## config.mk

```make
export PLATFORM = sky130hd
export DESIGN_NAME = ew_cycle_timer
export DESIGN_NICKNAME = d
export VERILOG_FILES = /design/src/rtl/ewt_pkg.sv /design/src/rtl/ewt_divider.sv /design/src/rtl/ewt_prescaler.sv /design/src/rtl/ewt_edge_sync.sv /design/src/rtl/ewt_sequencer.sv /design/src/rtl/ew_cycle_timer.sv
export SDC_FILE = /design/constraint.sdc
export NUM_CORES = 1
export LEC_CHECK = 0
export BUFFER_PORTS_ARGS = -buffer_cell sky130_fd_sc_hd__buf_2
export CORE_MARGIN = 10
export CORE_UTILIZATION = 35
export CTS_CLUSTER_DIAMETER = 80
export CTS_CLUSTER_SIZE = 20
export DETAILED_ROUTE_END_ITERATION = 10
export HOLD_SLACK_MARGIN = 0.06
export PLACE_DENSITY_LB_ADDON = 0.25
export SLEW_MARGIN = 20
export SYNTH_ARGS = -nofsm -noshare
export SYNTH_HDL_FRONTEND = slang
export SYNTH_SLANG_ARGS = --single-unit
```

## constraint.sdc

```tcl
create_clock -name clk -period 2 [get_ports clk]
set_clock_uncertainty 0.05 [all_clocks]
set_input_delay 0.4 -clock clk [delete_from_list [all_inputs] [get_ports clk]]
set_output_delay 0.4 -clock clk [all_outputs]
set_load 0.01 [all_outputs]
```

## src/rtl/ewt_pkg.sv

```systemverilog
package ewt_pkg;

    typedef enum logic [1:0] {
        ST_IDLE   = 2'd0,
        ST_ERASE  = 2'd1,
        ST_WRITE  = 2'd2,
        ST_SETTLE = 2'd3
    } ewt_state_t;

    typedef enum logic {
        TB_INTERNAL = 1'b0,
        TB_EXTERNAL = 1'b1
    } ewt_base_t;

endpackage

```

## src/rtl/ewt_divider.sv

```systemverilog
// One divide stage: emits one pulse per DIV input pulses; clr restarts the count.
module ewt_divider #(
    parameter int DIV = 128
) (
    input  logic clk,
    input  logic rst_n,
    input  logic clr,
    input  logic tick_in,
    output logic tick_out
);
    localparam int DW = (DIV > 1) ? $clog2(DIV) : 1;
    localparam logic [DW-1:0] LAST = DW'(DIV - 1);

    logic [DW-1:0] cnt_q;
    logic          at_last;

    assign at_last  = (cnt_q == LAST);
    assign tick_out = tick_in && at_last;

    always_ff @(posedge clk or negedge rst_n) begin
        if (!rst_n) begin
            cnt_q <= '0;
        end else if (clr) begin
            cnt_q <= '0;
        end else if (tick_in) begin
            cnt_q <= at_last ? '0 : cnt_q + DW'(1);
        end
    end
endmodule

```

## src/rtl/ewt_prescaler.sv

```systemverilog
// Cascade of divide stages turning oscillator pulses into internal base ticks.
module ewt_prescaler #(
    parameter int DIV_LO = 128,
    parameter int DIV_HI = 16
) (
    input  logic clk,
    input  logic rst_n,
    input  logic clr,
    input  logic osc_tick,
    output logic int_tick
);
    localparam int STAGES = 2;

    logic [STAGES:0] carry;

    assign carry[0] = osc_tick;

    for (genvar g = 0; g < STAGES; g++) begin : g_stage
        localparam int SD = (g == 0) ? DIV_LO : DIV_HI;
        ewt_divider #(.DIV(SD)) u_div (
            .clk      (clk),
            .rst_n    (rst_n),
            .clr      (clr),
            .tick_in  (carry[g]),
            .tick_out (carry[g+1])
        );
    end

    assign int_tick = carry[STAGES];
endmodule

```

## src/rtl/ewt_edge_sync.sv

```systemverilog
// Synchronises the external programming clock and flags each rising edge.
module ewt_edge_sync #(
    parameter int SYNC = 2
) (
    input  logic clk,
    input  logic rst_n,
    input  logic ext_clk,
    output logic ext_rise
);
    logic [SYNC:0] sh_q;

    always_ff @(posedge clk or negedge rst_n) begin
        if (!rst_n) begin
            sh_q <= '0;
        end else begin
            sh_q <= {sh_q[SYNC-1:0], ext_clk};
        end
    end

    assign ext_rise = sh_q[SYNC-1] & ~sh_q[SYNC];
endmodule

```

## src/rtl/ewt_sequencer.sv

```systemverilog
// Phase sequencer: mode capture, per-byte erase/write phases, settle tick.
module ewt_sequencer
    import ewt_pkg::*;
#(
    parameter int PAGE_BYTES = 8,
    parameter int INT_HALF   = 1,
    parameter int INT_PAGE   = 2,
    parameter int EXT_HALF   = 128,
    parameter int EXT_PAGE   = 128
) (
    input  logic                          clk,
    input  logic                          rst_n,
    input  logic                          int_tick,
    input  logic                          ext_tick,
    input  logic                          mode_ctl,
    input  logic                          cap_stb,
    input  logic [$clog2(PAGE_BYTES)-1:0] byte_count,
    input  logic                          start,
    output logic                          pre_clr,
    output logic                          busy,
    output logic                          done,
    output logic                          erase_stb,
    output logic                          erase_all,
    output logic                          write_stb,
    output logic [$clog2(PAGE_BYTES)-1:0] byte_idx
);
    localparam int IW      = $clog2(PAGE_BYTES);
    localparam int MAX_A   = (INT_HALF > INT_PAGE) ? INT_HALF : INT_PAGE;
    localparam int MAX_B   = (EXT_HALF > EXT_PAGE) ? EXT_HALF : EXT_PAGE;
    localparam int MAX_LEN = (MAX_A > MAX_B) ? MAX_A : MAX_B;
    localparam int CW      = $clog2(MAX_LEN) + 1;

    localparam logic [CW-1:0] END_INT_HALF = CW'(INT_HALF - 1);
    localparam logic [CW-1:0] END_INT_PAGE = CW'(INT_PAGE - 1);
    localparam logic [CW-1:0] END_EXT_HALF = CW'(EXT_HALF - 1);
    localparam logic [CW-1:0] END_EXT_PAGE = CW'(EXT_PAGE - 1);
    localparam logic [IW-1:0] PAGE_CODE    = IW'(PAGE_BYTES - 1);

    ewt_state_t     state_q, state_d;
    logic [CW-1:0]  tcnt_q, tcnt_d;
    logic [IW-1:0]  idx_q, idx_d;
    logic [IW-1:0]  last_q;
    logic           page_q;
    ewt_base_t      base_q;

    logic           accept;
    logic           base_tick;
    logic [CW-1:0]  phase_end_cnt;
    logic           at_end;
    logic           erase_done, write_done, settle_done;

    // ---------------- time-base selection and phase end ----------------
    assign accept    = start && (state_q == ST_IDLE);
    assign pre_clr   = accept;
    assign base_tick = (base_q == TB_EXTERNAL) ? ext_tick : int_tick;

    always_comb begin
        if (base_q == TB_EXTERNAL) begin
            phase_end_cnt = page_q ? END_EXT_PAGE : END_EXT_HALF;
        end else begin
            phase_end_cnt = page_q ? END_INT_PAGE : END_INT_HALF;
        end
    end

    assign at_end      = base_tick && (tcnt_q == phase_end_cnt);
    assign erase_done  = (state_q == ST_ERASE) && at_end;
    assign write_done  = (state_q == ST_WRITE) && at_end;
    assign settle_done = (state_q == ST_SETTLE) && base_tick;

    // ---------------- next-state logic ----------------
    always_comb begin
        state_d = state_q;
        tcnt_d  = tcnt_q;
        idx_d   = idx_q;
        unique case (state_q)
            ST_IDLE: begin
                if (start) begin
                    state_d = ST_ERASE;
                    tcnt_d  = '0;
                    idx_d   = '0;
                end
            end
            ST_ERASE: begin
                if (at_end) begin
                    state_d = ST_WRITE;
                    tcnt_d  = '0;
                end else if (base_tick) begin
                    tcnt_d = tcnt_q + CW'(1);
                end
            end
            ST_WRITE: begin
                if (at_end) begin
                    tcnt_d = '0;
                    if (idx_q == last_q) begin
                        state_d = ST_SETTLE;
                    end else begin
                        idx_d   = idx_q + IW'(1);
                        state_d = page_q ? ST_WRITE : ST_ERASE;
                    end
                end else if (base_tick) begin
                    tcnt_d = tcnt_q + CW'(1);
                end
            end
            ST_SETTLE: begin
                if (base_tick) begin
                    state_d = ST_IDLE;
                end
            end
        endcase
    end

    // ---------------- state register ----------------
    always_ff @(posedge clk or negedge rst_n) begin
        if (!rst_n) begin
            state_q <= ST_IDLE;
        end else begin
            state_q <= state_d;
        end
    end

    // ---------------- phase counter, index and cycle context ----------------
    always_ff @(posedge clk or negedge rst_n) begin
        if (!rst_n) begin
            tcnt_q <= '0;
            idx_q  <= '0;
            last_q <= '0;
            page_q <= 1'b0;
            base_q <= TB_INTERNAL;
        end else begin
            tcnt_q <= tcnt_d;
            idx_q  <= idx_d;
            if (accept) begin
                last_q <= byte_count;
                page_q <= (byte_count == PAGE_CODE);
            end
            if (state_q == ST_IDLE && cap_stb) begin
                base_q <= mode_ctl ? TB_INTERNAL : TB_EXTERNAL;
            end else if (settle_done) begin
                base_q <= TB_INTERNAL;
            end
        end
    end

    // ---------------- registered outputs ----------------
    always_ff @(posedge clk or negedge rst_n) begin
        if (!rst_n) begin
            busy      <= 1'b0;
            done      <= 1'b0;
            erase_stb <= 1'b0;
            erase_all <= 1'b0;
            write_stb <= 1'b0;
            byte_idx  <= '0;
        end else begin
            busy      <= (state_d != ST_IDLE);
            done      <= settle_done;
            erase_stb <= erase_done;
            erase_all <= erase_done && page_q;
            write_stb <= write_done;
            if (erase_done || write_done) begin
                byte_idx <= idx_q;
            end
        end
    end
endmodule

```

## src/rtl/ew_cycle_timer.sv

```systemverilog
// Top: erase/write cycle timer with internal and external time bases.
module ew_cycle_timer #(
    parameter int PAGE_BYTES = 8,
    parameter int DIV_LO     = 128,
    parameter int DIV_HI     = 16,
    parameter int INT_HALF   = 1,
    parameter int INT_PAGE   = 2,
    parameter int EXT_HALF   = 128,
    parameter int EXT_PAGE   = 128,
    parameter int SYNC       = 2
) (
    input  logic                          clk,
    input  logic                          rst_n,
    input  logic                          osc_tick,
    input  logic                          ext_clk,
    input  logic                          mode_ctl,
    input  logic                          cap_stb,
    input  logic [$clog2(PAGE_BYTES)-1:0] byte_count,
    input  logic                          start,
    output logic                          busy,
    output logic                          done,
    output logic                          erase_stb,
    output logic                          erase_all,
    output logic                          write_stb,
    output logic [$clog2(PAGE_BYTES)-1:0] byte_idx
);
    logic int_tick;
    logic ext_rise;
    logic pre_clr;

    ewt_prescaler #(
        .DIV_LO (DIV_LO),
        .DIV_HI (DIV_HI)
    ) u_presc (
        .clk      (clk),
        .rst_n    (rst_n),
        .clr      (pre_clr),
        .osc_tick (osc_tick),
        .int_tick (int_tick)
    );

    ewt_edge_sync #(.SYNC(SYNC)) u_sync (
        .clk      (clk),
        .rst_n    (rst_n),
        .ext_clk  (ext_clk),
        .ext_rise (ext_rise)
    );

    ewt_sequencer #(
        .PAGE_BYTES (PAGE_BYTES),
        .INT_HALF   (INT_HALF),
        .INT_PAGE   (INT_PAGE),
        .EXT_HALF   (EXT_HALF),
        .EXT_PAGE   (EXT_PAGE)
    ) u_seq (
        .clk        (clk),
        .rst_n      (rst_n),
        .int_tick   (int_tick),
        .ext_tick   (ext_rise),
        .mode_ctl   (mode_ctl),
        .cap_stb    (cap_stb),
        .byte_count (byte_count),
        .start      (start),
        .pre_clr    (pre_clr),
        .busy       (busy),
        .done       (done),
        .erase_stb  (erase_stb),
        .erase_all  (erase_all),
        .write_stb  (write_stb),
        .byte_idx   (byte_idx)
    );
endmodule

```

==> flow_metrics.py <==
metrics = {
    "logic_synthesis": {
        "synth_cell_types": 50,
        "synth_area_um2": 2076,
        "synth_edf_count": 0,
        "ys_warn_count": 0,
        "synth_top_area_share_pct": 48.22,
        "synth.avg_cell_area_um2": 10.03,
        "async_reset_ff_share_pct": 100.0,
        "yosys.area.top_type": "dfrtp_1",
        "netlist_top_cells_count": "dfrtp_1 (40), nand2_1 (30), nor2_1 (21), nand3_1 (11), xor2_1 (9)",
        "yosysSeqAreaShare_pct": 48.22,
        "syn_inst": 207,
        "syn_nets": 225,
        "yosysMostFrequentCell": "dfrtp_1",
        "synth-main-ff-cell": "dfrtp_1",
        "synthTopCellsByArea": "dfrtp_1 (48%), nand2_1 (5.4%), ha_1 (4.8%), nor2_1 (3.8%), xor2_1 (3.8%)",
        "synth_seq_cells": 40,
    },
    "timing": {
        "hold_viol": 0,
        "worst_pin_slew_ns": 0.5800,
        "tns_ns": -1.759,
        "fmax_mhz": 447.7,
        "fin_crit_sh_pct": 111.7,
        "setup-violations-final": 15,
        "rsz0062_at_grt": "yes",
        "max_slew_margin_pct": 61.04,
        "whs_ns": 0.1666,
        "fin_crit_ns": 2.234,
        "maxSlewViolCount": 0,
        "postLayoutSetupSlackWorst_ns": -0.2336,
    },
    "die": {
        "fp.dieW_um": 97.01,
        "dieHeight_um": 97.01,
        "fp-row-count": 27,
        "design.portCount": 18,
        "design.core.area_um2": 5642,
        "initial_core_util_pct": 36.79,
        "die-area_um2": 9411,
    },
    "clock_tree": {
        "path_clk_slew_ns": 0.08,
        "cts_buffer_depth": 2,
        "cts_buffers": 5,
        "htreeDepth": 2,
        "cts_root_buf": "clkbuf_8",
        "cts_tree": "yes",
        "clock_sinks": 40,
        "worstSkewPairLatency_ns": 0.29,
    },
    "critical_path": {
        "crit_type": "reg -> reg",
        "rr_endpoint": "u_seq.idx_q[2]$_DFFE_PN0P_",
        "worst-path-max-fanout": 6,
        "critPathMaxStageDelay_ns": 0.54,
        "path_cells": "or4_4 > o22ai_4 > o2111ai_4 > nor3b_2 > mux2_4 > a22o_1",
        "required_ns": 2.13,
        "critPathBufInv": 0,
        "start_kind": "flip-flop",
        "worst_ep_arrival_time_ns": 2.36,
        "crit_path_top_delay_cell": "or4_4",
        "cp-endpoint": "u_seq.idx_q[2]$_DFFE_PN0P_",
        "cp-end-kind": "flip-flop",
        "cp.depth": 6,
        "ff2ff_path_depth": 6,
        "cp_top_family": "simple AND/OR/NAND/NOR gates",
        "r2r_slack_ns": -0.23,
        "r2r_start": "u_seq.base_q$_DFFE_PN0P_",
        "cp-startpoint": "u_seq.base_q$_DFFE_PN0P_",
    },
    "grt": {
        "grt_usage_pct": 9.999,
        "gr-total-overflow": 0,
        "grt_pass1_vias": 1714,
        "grt_busiest_layer": "met2",
        "grt_pass1_wl_um": 8045,
        "grt_use_met2_pct": 15.39,
        "gr-usage-met1_pct": 13.00,
        "grt_util_met3_pct": 3.123,
        "antenna_found_initial": 0,
        "grt_max_degree": 22,
    },
    "layout": {
        "drive_gt1_share_pct": 31.11,
        "area_growth_syn_to_layout_pct": 32.37,
        "fin_nets": 287,
        "fill_cells": 530,
        "antenna_cells": 0,
    },
    "detailed_routing": {
        "drc": 0,
        "vias": 1696,
        "routedWlPerCell_um": 13.24,
        "antenna_left": 0,
        "drt_iter0_drc": 107,
        "routed_wirelength_um": 4528,
        "viasPerCell": 4.959,
        "firstDrtPassIters": 4,
    },
    "place": {
        "gp_congestion": 0.8566,
        "dp_worst_setup_slack_ns": -0.1973,
        "hpwl_um": 3346,
        "io_buffers": 17,
    },
    "status": {
        "status": "complete, but fails checks",
        "violations": "negative setup slack",
    },
    "min_path": {
        "hp-class": "in -> reg",
    },
    "power": {
        "p_per_area_nw_per_um2": 687.7,
        "ir_drop_mv": 0.3011,
        "leakage_uw": 0.001287,
    },
    "job": {
        "max-cap-violations": 0,
    },
}
-- flip-flops by register name, summed over array words and instances (netlist names) --
register and cells:
u_presc.g_stage.u_div.cnt_q 11, u_seq.tcnt_q 8, u_seq.byte_idx 3, u_seq.idx_q 3, u_seq.last_q 3, u_sync.sh_q 3
u_seq.state_q 2, u_seq.base_q 1, u_seq.busy 1, u_seq.done 1, u_seq.erase_all 1, u_seq.erase_stb 1
u_seq.page_q 1, u_seq.write_stb 1
-- stage by stage --
stage	utilization, %	power [uW]	std cells	area (um^2)
2_1_floorplan	-	1043	207	2076
3_3_place_gp	44.49	1191	327	2510
3_5_place_dp	44.49	1195	327	2510
4_1_cts	47.37	1923	338	2673
5_1_grt	48.70	2003	342	2748
6_report	48.70	1890	342	2748
-- final cells by class --
type                    instances  area [um^2]  area share (%)
clock inverters                 1        30.03           1.093
inverters                       5        18.77          0.6831
clock buffers                   7        96.34           3.506
flip-flops and latches         40         1001           36.43
multi-input cells             158         1089           39.62
well taps                      72        90.09           3.279
repair buffers                 59        422.9           15.39
-- placed cells by master, fill, tap and decap left out, types with 3 or more instances in the layout --
cell,n
dfrtp_1,40
nand4_1,5
and2_1,4
inv_1,5
o21ai_0,8
a21oi_1,6
mux2_4,4
ha_1,8
xor2_1,9
mux2i_1,3
buf_2,17
nand3_1,11
buf_4,38
nor2b_1,5
clkbuf_8,7
nor2_1,20
xnor2_1,3
nor3_1,4
nand2_1,30
-- kinds of logic (layout without fill, tap and decap cells) --
logic type	Yosys count	count (layout)	synth area share, %
and+or+nand+nor	98	98	24.41
DFF	40	40	48.22
AOI/OAI and AO/OA	33	33	12.18
xor gates and xnor gates	12	12	5.064
buffers and inverters	9	72	1.688
adders and majority gates	8	8	4.822
muxes	7	7	3.617
-- worst min-delay path by stage --
| stage | startpoint | end | slack (ns) | cells past startpoint |
|---|---|---|---|---|
| after floorplan | rst_n | u_presc.g_stage[0].u_div.cnt_q[0]$_DFFE_PN0P_ | 0.05 | 0 |
| after global placement | u_sync.sh_q[0]$_DFF_PN0_ | u_sync.sh_q[1]$_DFF_PN0_ | 0.28 | 0 |
| after detailed placement | u_sync.sh_q[0]$_DFF_PN0_ | u_sync.sh_q[1]$_DFF_PN0_ | 0.29 | 0 |
| after CTS | ext_clk | u_sync.sh_q[0]$_DFF_PN0_ | 0.15 | 1 |
| after global routing | ext_clk | u_sync.sh_q[0]$_DFF_PN0_ | 0.15 | 1 |
| final | ext_clk | u_sync.sh_q[0]$_DFF_PN0_ | 0.17 | 1 |
-- power breakdown --
part           switching (uW)  leakage (uW)  internal [uW]
sequential               33.3      0.000514            868
clock                     271     0.0000645            440
combinational             132      0.000709            145
total                     436       0.00129           1450
-- routing by layer --
layer  routed length, um  vias to the layer above
met5                   0                        -
met4                  57                        0
met3                 182                        5
met2                2038                       19
met1                2251                      815
li1                    -                      857
-- timing repair --
action,CTS,global route
endpoints found under the setup margin,13,16
hold buffers,1,0
pin swaps,0,4
resized for setup,3,9
hold endpoints to repair,19,0
buffers inserted,2,4
Note: power is estimated with default switching activity, not from simulation.
